[src/rtl/adcs_pkg.sv]
package adcs_pkg;
    localparam int RES_BITS   = 12;
    localparam int CFG_BITS   = 8;
    localparam int SHORT_LEN  = 8;
    localparam int MAX_FRAME  = 16;
    localparam int IDX_W      = $clog2(MAX_FRAME + 1);
    localparam int CNT_W      = $clog2(CFG_BITS + 1);
    localparam int MUX_BITS   = 4;

    typedef enum logic [1:0] {
        WL_SHORT  = 2'b00,
        WL_FULL_A = 2'b01,
        WL_FULL_B = 2'b10,
        WL_PAD    = 2'b11
    } wlen_e;

    typedef struct packed {
        logic  msb_first;
        wlen_e wlen;
    } fmt_t;

    // Bit of the outgoing word at serial position idx
    function automatic logic frame_bit(input logic [RES_BITS-1:0] res,
                                       input fmt_t f,
                                       input logic [IDX_W-1:0] idx);
        int len;
        int pos;
        logic [MAX_FRAME-1:0] w;
        logic [MAX_FRAME-1:0] sh;
        case (f.wlen)
            WL_SHORT: begin
                len = SHORT_LEN;
                w   = MAX_FRAME'(res >> (RES_BITS - SHORT_LEN));
            end
            WL_PAD: begin
                len = MAX_FRAME;
                w   = MAX_FRAME'(res) << (MAX_FRAME - RES_BITS);
            end
            default: begin
                len = RES_BITS;
                w   = MAX_FRAME'(res);
            end
        endcase
        if (int'(idx) >= len) return 1'b0;
        pos = f.msb_first ? (len - 1 - int'(idx)) : int'(idx);
        sh  = w >> pos;
        return sh[0];
    endfunction
endpackage

[src/rtl/adcs_sync.sv]
module adcs_sync #(
    parameter int W      = 3,
    parameter int STAGES = 2,
    parameter logic [W-1:0] RST_VAL = '0
) (
    input  logic         clk,
    input  logic         rst_n,
    input  logic [W-1:0] d,
    output logic [W-1:0] q
);
    logic [STAGES-1:0][W-1:0] stage_d, stage_q;

    always_comb begin
        stage_d[0] = d;
        for (int i = 1; i < STAGES; i++) stage_d[i] = stage_q[i-1];
    end

    generate
        for (genvar s = 0; s < STAGES; s++) begin : g_stage
            always_ff @(posedge clk or negedge rst_n) begin
                if (!rst_n) stage_q[s] <= RST_VAL;
                else        stage_q[s] <= stage_d[s];
            end
        end
    endgenerate

    assign q = stage_q[STAGES-1];
endmodule

[src/rtl/adcs_frame.sv]
module adcs_frame
    import adcs_pkg::*;
(
    input  logic                clk,
    input  logic                rst_n,
    input  logic                cs_s,
    input  logic                sclk_s,
    input  logic                din_s,
    input  logic [RES_BITS-1:0] res,
    input  fmt_t                fmt,
    output logic                dout,
    output logic                dout_en,
    output logic                frame_done,
    output logic                cs_rise,
    output logic [CFG_BITS-1:0] cfg_word
);
    typedef struct packed {
        logic                cs_prev;
        logic                sclk_prev;
        logic                en;
        logic [CNT_W-1:0]    in_cnt;
        logic [CFG_BITS-1:0] cfg_sh;
        logic [IDX_W-1:0]    out_idx;
        logic                dout;
        logic                done;
    } frame_st_t;

    frame_st_t st_d, st_q;
    logic cs_fall, sclk_rise, sclk_fall;

    always_comb begin
        st_d           = st_q;
        st_d.cs_prev   = cs_s;
        st_d.sclk_prev = sclk_s;
        st_d.done      = 1'b0;
        cs_fall   = st_q.cs_prev & ~cs_s;
        cs_rise   = ~st_q.cs_prev & cs_s;
        sclk_rise = st_q.en & ~st_q.sclk_prev & sclk_s;
        sclk_fall = st_q.en & st_q.sclk_prev & ~sclk_s;
        if (cs_fall) begin
            st_d.en      = 1'b1;
            st_d.in_cnt  = '0;
            st_d.out_idx = '0;
            st_d.dout    = frame_bit(res, fmt, '0);
        end else if (cs_rise) begin
            st_d.en   = 1'b0;
            st_d.dout = 1'b0;
            st_d.done = st_q.en && (st_q.in_cnt == CNT_W'(CFG_BITS));
        end else if (st_q.en) begin
            if (sclk_rise && st_q.in_cnt < CNT_W'(CFG_BITS)) begin
                st_d.cfg_sh = {st_q.cfg_sh[CFG_BITS-2:0], din_s};
                st_d.in_cnt = st_q.in_cnt + 1'b1;
            end
            if (sclk_fall && st_q.out_idx < IDX_W'(MAX_FRAME)) begin
                st_d.out_idx = st_q.out_idx + 1'b1;
                st_d.dout    = frame_bit(res, fmt, IDX_W'(st_q.out_idx + 1'b1));
            end
        end
    end

    always_ff @(posedge clk or negedge rst_n) begin
        if (!rst_n) begin
            st_q           <= '0;
            st_q.cs_prev   <= 1'b1;
        end else begin
            st_q <= st_d;
        end
    end

    assign dout       = st_q.dout;
    assign dout_en    = st_q.en;
    assign frame_done = st_q.done;
    assign cfg_word   = st_q.cfg_sh;


    cfg_cnt_range_chk: assert property (@(posedge clk) disable iff (!rst_n)
        st_q.in_cnt <= CNT_W'(CFG_BITS));

    idle_quiet_chk: assert property (@(posedge clk) disable iff (!rst_n)
        !dout_en |-> !dout);

    cfg_frozen_chk: assert property (@(posedge clk) disable iff (!rst_n)
        (st_q.in_cnt == CNT_W'(CFG_BITS) && !cs_fall) |=> $stable(st_q.cfg_sh));
endmodule

[src/rtl/adcs_conv.sv]
module adcs_conv
    import adcs_pkg::*;
#(
    parameter int CONV_CYCLES = 20
) (
    input  logic                clk,
    input  logic                rst_n,
    input  logic                frame_done,
    input  logic [CFG_BITS-1:0] cfg_word,
    input  logic [RES_BITS-1:0] conv_result,
    output logic                conv_start,
    output logic                conv_busy,
    output logic [MUX_BITS-1:0] mux_sel,
    output logic                unipolar,
    output logic [RES_BITS-1:0] res,
    output fmt_t                fmt
);
    localparam int CW = $clog2(CONV_CYCLES + 1);

    typedef struct packed {
        logic [CW-1:0]       cnt;
        logic                start;
        logic [MUX_BITS-1:0] mux;
        logic                uni;
        fmt_t                pend;
        fmt_t                fmt;
        logic [RES_BITS-1:0] res;
    } conv_st_t;

    conv_st_t st_d, st_q;

    always_comb begin
        st_d       = st_q;
        st_d.start = 1'b0;
        if (st_q.cnt != '0) begin
            st_d.cnt = st_q.cnt - 1'b1;
            if (st_q.cnt == CW'(1)) begin
                st_d.res = conv_result;
                st_d.fmt = st_q.pend;
            end
        end
        if (frame_done) begin
            st_d.start = 1'b1;
            st_d.cnt   = CW'(CONV_CYCLES);
            st_d.mux   = cfg_word[CFG_BITS-1 -: MUX_BITS];
            st_d.uni   = cfg_word[3];
            st_d.pend  = fmt_t'(cfg_word[2:0]);
        end
    end

    always_ff @(posedge clk or negedge rst_n) begin
        if (!rst_n) st_q <= '0;
        else        st_q <= st_d;
    end

    assign conv_start = st_q.start;
    assign conv_busy  = (st_q.cnt != '0);
    assign mux_sel    = st_q.mux;
    assign unipolar   = st_q.uni;
    assign res        = st_q.res;
    assign fmt        = st_q.fmt;


    start_pulse_chk: assert property (@(posedge clk) disable iff (!rst_n)
        conv_start |=> !conv_start);

    start_busy_chk: assert property (@(posedge clk) disable iff (!rst_n)
        conv_start |-> conv_busy);

    busy_range_chk: assert property (@(posedge clk) disable iff (!rst_n)
        st_q.cnt <= CW'(CONV_CYCLES));
endmodule

[src/rtl/adc_serial_ctrl.sv]
module adc_serial_ctrl
    import adcs_pkg::*;
#(
    parameter int CONV_CYCLES = 20,
    parameter int SYNC_STAGES = 2
) (
    input  logic                clk,
    input  logic                rst_n,
    input  logic                cs_n,
    input  logic                sclk,
    input  logic                din,
    output logic                dout,
    output logic                dout_en,
    output logic                conv_start,
    output logic                conv_busy,
    output logic [MUX_BITS-1:0] mux_sel,
    output logic                unipolar,
    input  logic [RES_BITS-1:0] conv_result
);
    logic [2:0]          pins_s;
    logic                frame_done, cs_rise;
    logic [CFG_BITS-1:0] cfg_word;
    logic [RES_BITS-1:0] res;
    fmt_t                fmt;

    adcs_sync #(.W(3), .STAGES(SYNC_STAGES), .RST_VAL(3'b100)) i_sync (
        .clk   (clk),
        .rst_n (rst_n),
        .d     ({cs_n, sclk, din}),
        .q     (pins_s)
    );

    adcs_frame i_frame (
        .clk        (clk),
        .rst_n      (rst_n),
        .cs_s       (pins_s[2]),
        .sclk_s     (pins_s[1]),
        .din_s      (pins_s[0]),
        .res        (res),
        .fmt        (fmt),
        .dout       (dout),
        .dout_en    (dout_en),
        .frame_done (frame_done),
        .cs_rise    (cs_rise),
        .cfg_word   (cfg_word)
    );

    adcs_conv #(.CONV_CYCLES(CONV_CYCLES)) i_conv (
        .clk         (clk),
        .rst_n       (rst_n),
        .frame_done  (frame_done),
        .cfg_word    (cfg_word),
        .conv_result (conv_result),
        .conv_start  (conv_start),
        .conv_busy   (conv_busy),
        .mux_sel     (mux_sel),
        .unipolar    (unipolar),
        .res         (res),
        .fmt         (fmt)
    );


    start_after_done_chk: assert property (@(posedge clk) disable iff (!rst_n)
        conv_start |-> $past(frame_done));

    done_on_close_chk: assert property (@(posedge clk) disable iff (!rst_n)
        frame_done |-> $past(cs_rise));

    cfg_hold_chk: assert property (@(posedge clk) disable iff (!rst_n)
        !conv_start |-> ($stable(mux_sel) && $stable(unipolar)));
endmodule

[config.mk]
export PLATFORM = sky130hd
export DESIGN_NAME = adc_serial_ctrl
export DESIGN_NICKNAME = d
export VERILOG_FILES = /design/src/rtl/adcs_pkg.sv /design/src/rtl/adcs_sync.sv /design/src/rtl/adcs_frame.sv /design/src/rtl/adcs_conv.sv /design/src/rtl/adc_serial_ctrl.sv
export SDC_FILE = /design/constraint.sdc
export NUM_CORES = 1
export LEC_CHECK = 0
export ABC_CLOCK_PERIOD_IN_PS = 2900
export CORE_AREA = 2 2 83 85
export DETAILED_ROUTE_END_ITERATION = 10
export DIE_AREA = 0 0 85 87
export HOLD_SLACK_MARGIN = 0.12
export PLACE_DENSITY = 0.71
export SYNTH_ARGS = -nofsm -noshare
export SYNTH_HDL_FRONTEND = slang
export SYNTH_SLANG_ARGS = --single-unit
[constraint.sdc]
create_clock -name clk -period 2.9 [get_ports clk]
set_input_delay 0.58 -clock clk [delete_from_list [all_inputs] [get_ports clk]]
set_output_delay 0.58 -clock clk [all_outputs]
set_load 0.01 [all_outputs]
==> results of run 1 <==
==> logic make-up after synthesis <==
family | Yosys count
AO/OA/AOI/OAI | 57
XOR/XNOR | 7
adder cells (fa/ha/maj) | 19
buffers and inverters | 34
flip-flops | 57
multiplexers | 38
AND/OR/NAND/NOR | 66
==> per-stage QoR <==
step,hold slack (ns),std cells,TNS (ns)
2_1_floorplan,0.2844,278,0
3_3_place_gp,0.3351,379,0
3_5_place_dp,0.3394,379,-0.06439
4_1_cts,0.2551,396,0
5_1_grt,0.2738,399,-0.09105
6_report,0.2403,399,0
==> per-layer routing <==
layer / global-route usage / wire length [um] / share of wire / vias to the layer above
li1: - / - / - / 1071
met1: 0.2305 / 2749 / 0.44 / 1100
met2: 0.2983 / 3183 / 0.51 / 51
met3: 0.05118 / 211 / 0.034 / 12
met4: 0.08658 / 106 / 0.017 / 0
met5: 0 / 0 / 0 / -
==> flip-flops by register name, summed over array words and instances, names as in the netlist <==
name	count
i_conv.conv_start	1
i_conv.fmt	3
i_conv.mux_sel	4
i_conv.res	12
i_conv.st_q	8
i_conv.unipolar	1
i_frame.cfg_word	8
i_frame.dout	1
i_frame.dout_en	1
i_frame.frame_done	1
i_frame.st_q	11
i_sync.q	3
i_sync.stage_d	3
==> layout by cell type (no fill, tap or decap), types with 7 or more instances in the layout <==
master and n:
nand2_1 23, ha_1 14, mux2_2 32, nor2_1 7, buf_4 13, inv_1 16
dfrtp_1 54, o21ai_0 18, clkdlybuf4s50_1 24, a21oi_1 10, clkbuf_8 11
==> power by group through the flow <==
stage	registers [mW]	logic [mW]	clock network (mW)
final	0.918	0.357	0.757
after global routing	0.927	0.409	0.824
after CTS	0.917	0.356	0.777
after detailed placement	0.930	0.351	0
after global placement	0.926	0.340	0
after floorplan	0.914	0.229	0
==> worst max path at each step <==
| stage | to | slack [ns] | start | cells after the start |
|---|---|---|---|---|
| 5_1_grt | i_frame.dout | -0.09 | i_frame.st_q[3] | 13 |
| 2_1_floorplan | i_frame.dout | 0.06 | i_frame.st_q[2] | 13 |
| 6_report | i_frame.dout | 0.08 | i_frame.st_q[3] | 13 |
| 3_3_place_gp | i_frame.dout | 0.06 | i_frame.st_q[2] | 13 |
| 4_1_cts | i_frame.dout | 0.01 | i_frame.st_q[2] | 13 |
| 3_5_place_dp | i_frame.dout | -0.06 | i_frame.st_q[2] | 13 |
==> area by class of cell <==
class                      instances  share of cell area
clock inverter                     5             0.01419
tap                               80             0.02640
timing repair buffer              39             0.09340
multi-input combinational        187              0.4290
sequential                        57              0.3772
clock buffer                      11             0.03993
inverter                          20             0.01980
==> worst reg2reg max path: cells and delay by family (launching register included) <==
family | cells | cell delay [ns]
adders and majority gates | 4 | 1.10
AOI/OAI and AO/OA | 4 | 0.61
DFF | 1 | 0.42
and+or+nand+nor | 1 | 0.28
buffers and inverters | 3 | 0.19
xor gates and xnor gates | 1 | 0.16
==> cells in the mapped netlist, types with 2 or more instances <==
cell type	number
buf_4	4
a21oi_1	11
fa_1	2
nand2_1	23
nand3_1	7
a22o_1	2
a211oi_1	4
dfrtp_1	54
nor2b_1	3
mux4_2	3
mux2_2	32
a32oi_1	3
o21ai_0	18
nor3_1	5
nor2_1	7
clkbuf_1	4
inv_1	19
xor2_1	4
clkbuf_8	2
buf_2	3
a221oi_1	2
dfstp_2	3
o2111ai_1	3
and2_1	2
nor4_1	3
o211ai_1	3
ha_1	17
nand3b_1	3
mux2i_1	2
and4_1	2
==> what timing repair did <==
| action | in CTS | in global routing |
|---|---|---|
| resized for setup | 1 | 15 |
| pin swaps | 2 | 8 |
| endpoints found under the setup margin | 1 | 1 |
| setup buffers | 1 | 3 |
==> metrics.txt, run 1 <==
Yosys top cell by area dfrtp_1; Final period util 0.9732; Synth Area in Simple Gates 0.1131; Synth area leaders dfrtp_1 43%, mux2_2 11%, ha_1 6.7%; main combinational cell family by area after synthesis multiplexers; Cells after Synth roughly 280; # clock sinks 57; core area 6569 um2; Synth Area in XOR/XNOR 0.02618; Max Clk Rate 354.3 MHz; Critical Path Start Type flip-flop; combinational share of power 0.176; PD cells 536.1 nW/um2; post-layout instance area 3791 um2; final setup vio count 0; CTS H-tree depth 3; DRT iter0 DRCs 202; Via density 5.599; reg2reg setup slack 0.08 ns; Post-CTS Hold Fix Bufs 0; crit path max fanout 4; Compound-Gate Fraction of Synth Area 0.1218; syn_area_per_cell 11.35 um2; Num CTS Buffers 9; post-route antenna net violation count 0; fin crit period 2.822 ns; clk buf depth 2; Pre-antenna DRT Iters 4; LEAKAGE 1.717 nW; ANT cells 0; CP cell instances ha_4, xor2_2, inv_2, ha_4, inv_2, fa_2, inv_2, fa_1, a21oi_2, o2111ai_2, nor4_2, a32oi_1, a211oi_2; post-synthesis mux area share 0.1503; final setup slack of the worst path 0.07773 ns; crit path capture type flip-flop; Vias 2,234; CP max stage cell dfrtp_1; worst r2r path cells 13; synthesized area between 3000 and 4000 um2; fin nets 350; Fillers 533; sequential share of power 0.452; Synth Area in Adders 0.08013; first-pass GRT wire length 10.58 mm; routed wire length 6.251 mm; predominant post-synthesis flop cell dfrtp_1; IO Count 26; residual DRC count 0; Layout Skew 0.008434 ns; Worst path top cell family by delay adder cells; RSZ-0062 raised after global routing true; Seq/Total Area, Yosys 0.4534; Min-Delay Path Class input pin to asynchronous set/reset pin; Post-synth ARST share 1.000; Initial Util 0.4802; Util after Layout 0.5771; status completed; Clock power frac 0.372; total die area 7395 um2; overall power 2.033 mW; dpl ws -0.06439 ns; # port buffers 25; die height roughly 87 um; Max Cap Violations 0; FF-to-FF Start i_frame.st_q[3]; Internal Power 1.483 mW; final hold vios 0; total track usage 0.1846; Crit Path Class flip-flop to flip-flop; grt ovf 0; Cell variety after synth 58; FP Rows 30; Die W 85 um; CTS tree yes; CTS root buffer clkbuf_8; Crit path required time 3.15 ns; Crit path largest cell delay 0.42 ns; Rel. slew slack 0.5151; syn_nets 314; DR WL/cell 15.67 um; largest net degree at the start of global routing 29; Worst Path Buf+Inv 3; P&R area growth vs syn 20.19%; initial antenna violation count 0; WP data arrival about 3 ns; Sw Share 0.2705; total net switching power 549.9 uW; synth warn 0; Worst IR Drop VDD 0.6286 mV; Detailed Place HPWL 4.369 mm; max-slew violations 0; placed cell area ~3500 um2; flip-flop and latch area 1430 um2; RR Endpoint i_frame.dout; number of global-route vias before repair 2,230; share of cells above drive strength 1 0.2821; CP most frequent cell inv_2; Post-synth EDFFs 0; clock slew at reported path FFs 0.07 ns; Yosys reg bits 57; Synth top area share 0.4284; worst slew pin tran 0.7218 ns; Final Wtd Congestion 0.9334; multi-input combinational cell area 1627 um2; clk_lat worst skew 0.33 ns
No activity file was read; power rests on OpenSTA's default activity.
==> run 2: changes to the inputs <==
- ABC_CLOCK_PERIOD_IN_PS: 2900 -> 2400
- clock period: 2.9 -> 2.4 ns (I/O delays scaled with it)
==> run 2 against run 1 <==
The flow now finishes with violations (setup timing). Design area up 3.0%. Cell count is 3.3% higher. Clock skew increased by 0.0013 ns. Clock-buffer cell count stayed put. Hold slack improved by 0.11 ns. Register-to-register slack got worse by 0.43 ns. Largest cell class unchanged. Non-clock buffer count rose by 13. Maximum frequency is 2.5% higher.
==> metrics.txt, run 2 (same netlist as run 1, synthesis figures left out) <==
status finished, violations left; failing checks setup timing; LEAKAGE 1.786 nW; Worst Path Buf+Inv 3; Detailed Place HPWL about 4.4 mm; fin crit period 2.754 ns; Rel. slew slack 0.6298; total track usage 0.1832; CTS H-tree depth 3; post-layout instance area 3905 um2; first-pass GRT wire length 10.72 mm; placed cell area 3635 um2; most used routing layer in global routing met2; Initial Util 0.4802; met2 Use GR 0.2955; overall power 2.649 mW; residual DRC count 0; commonest cells after routing, fill and taps aside 53 x dfrtp_1, 32 x mux2_2, 25 x buf_4; final setup slack of the worst path -0.3541 ns; core area 6569 um2; Layout Skew a little under 0.01 ns; ANT cells 0; final setup vio count 1; PD cells 678.4 nW/um2; met1 Usage GRT 0.2458; M3 GR Usage 0.04455; Pre-antenna DRT Iters 4; share of cells above drive strength 1 0.2952; DR WL/cell 15.24 um; Worst path top cell family by delay adder cells; Max Clk Rate 363.1 MHz; Via density 5.561; # port buffers 25; Fillers 521; setup repair bufs after CTS 0; Die W 85 um; multi-input combinational cell area 1592 um2; IO Count 26; Final Wtd Congestion 0.8584; CP cell instances ha_4, xor2_2, inv_1, ha_2, inv_2, fa_2, inv_2, fa_1, a21oi_2, o2111ai_2, nor4_2, a32oi_1, a211oi_2; DRT iter0 DRCs 179; Critical Path Start Type flip-flop; Crit path required time 2.66 ns; crit path max fanout 2; fin nets approximately 360; clk_lat worst skew between 0.3 and 0.4 ns; Util after Layout 0.5945; commonest non-fill, non-tap cell in the layout dfrtp_1; setup_tns -0.3541 ns; RSZ-0062 raised after global routing true; CTS tree yes; Min-Delay Path Class flip-flop to flip-flop; grt ovf 0; WP data arrival approximately 3 ns; flip-flop and latch area 1431 um2; initial antenna violation count 0; FP Rows 30; max-slew violations 0; WHS 0.3514 ns; CTS root buffer clkbuf_8; number of global-route vias before repair 2,285; clock slew at reported path FFs approximately 0.070 ns; largest net degree at the start of global routing 50; Worst IR Drop VDD between 0.7 and 0.8 mV; die height 87 um; CP max stage cell dfrtp_2; CP most frequent cell inv_2; Max Cap Violations 0; total die area around 7400 um2; Crit path largest cell delay 0.43 ns; final hold vios 0; Vias 2,291; Num CTS Buffers 9; Final period util 1.148; clk buf depth 2; worst slew pin tran roughly 0.56 ns; crit path capture type flip-flop; routed wire length 6.279 mm; # clock sinks 57; max reg flops 12; P&R area growth vs syn 23.80%; Crit Path Class flip-flop to flip-flop; post-route antenna net violation count 0
-- run 2: cell count changes in the layout (fill, tap and decap cells not counted), moves of 2 or more --
cell | before | now
buf_4 | 13 | 25
bufinv_16 | 1 | 3
clkinv_2 | 3 | 1
ha_4 | 3 | 1
-- run 2: power by group --
part           switching, mW  internal, mW  total, mW
Combinational          0.209         0.227      0.436
Clock                  0.388         0.716       1.10
Sequential            0.0712          1.04       1.11
-- run 2: routing by layer --
layer  routed length (um)  up-vias
met5                    0        -
met4                   80        0
met3                  330       10
met2                 3024       56
met1                 2844     1131
li1                     -     1094
-- run 2: worst paths after layout --
check,end,start,cells after the start,slack [ns]
max,i_frame.dout,i_frame.st_q[2],13,-0.35
min,i_sync.q[0],i_sync.stage_d[3],0,0.35
max reg2reg,i_frame.dout,i_frame.st_q[2],13,-0.35
min reg2reg,i_sync.q[0],i_sync.stage_d[3],0,0.35
max in group asynchronous,i_frame.st_q[21],rst_n,3,1.30
min in group asynchronous,i_frame.frame_done,rst_n,2,0.54
-- run 2: what timing repair did --
item	4_1_cts	5_1_grt
hold endpoints to repair	8	0
hold buffers	1	0
resized for setup	1	3
pin swaps	0	6
endpoints found under the setup margin	1	1
-- run 2: worst reg2reg max path, cell delays in order, from the launching register on --
cell and delay (ns):
dfrtp_2 0.43, ha_4 0.17, xor2_2 0.15, inv_1 0.08, ha_2 0.18, inv_2 0.04, fa_2 0.33, inv_2 0.06
fa_1 0.39, a21oi_2 0.15, o2111ai_2 0.13, nor4_2 0.27, a32oi_1 0.09, a211oi_2 0.22
-- run 2: final cells by class --
type,instances,area share
inverter,20,0.01922
clock inverter,5,0.02627
multi-input combinational,187,0.4076
clock buffer,11,0.03621
tap,80,0.02563
timing repair buffer,52,0.1186
sequential,57,0.3665
-- run 2: stage by stage --
| step | cells | setup WS [ns] |
|---|---|---|
| 6_report | 412 | -0.3541 |
| 5_1_grt | 412 | -0.4916 |
| 4_1_cts | 412 | -0.3348 |
| 3_5_place_dp | 395 | -0.3205 |
| 3_3_place_gp | 395 | -0.2669 |
| 2_1_floorplan | 278 | -0.2974 |
==> run 3: changes to the inputs <==
- CTS_CLUSTER_DIAMETER: default -> 80
==> results of run 3 <==
No change in the layout: final DEF, timing and power equal those of run 2.
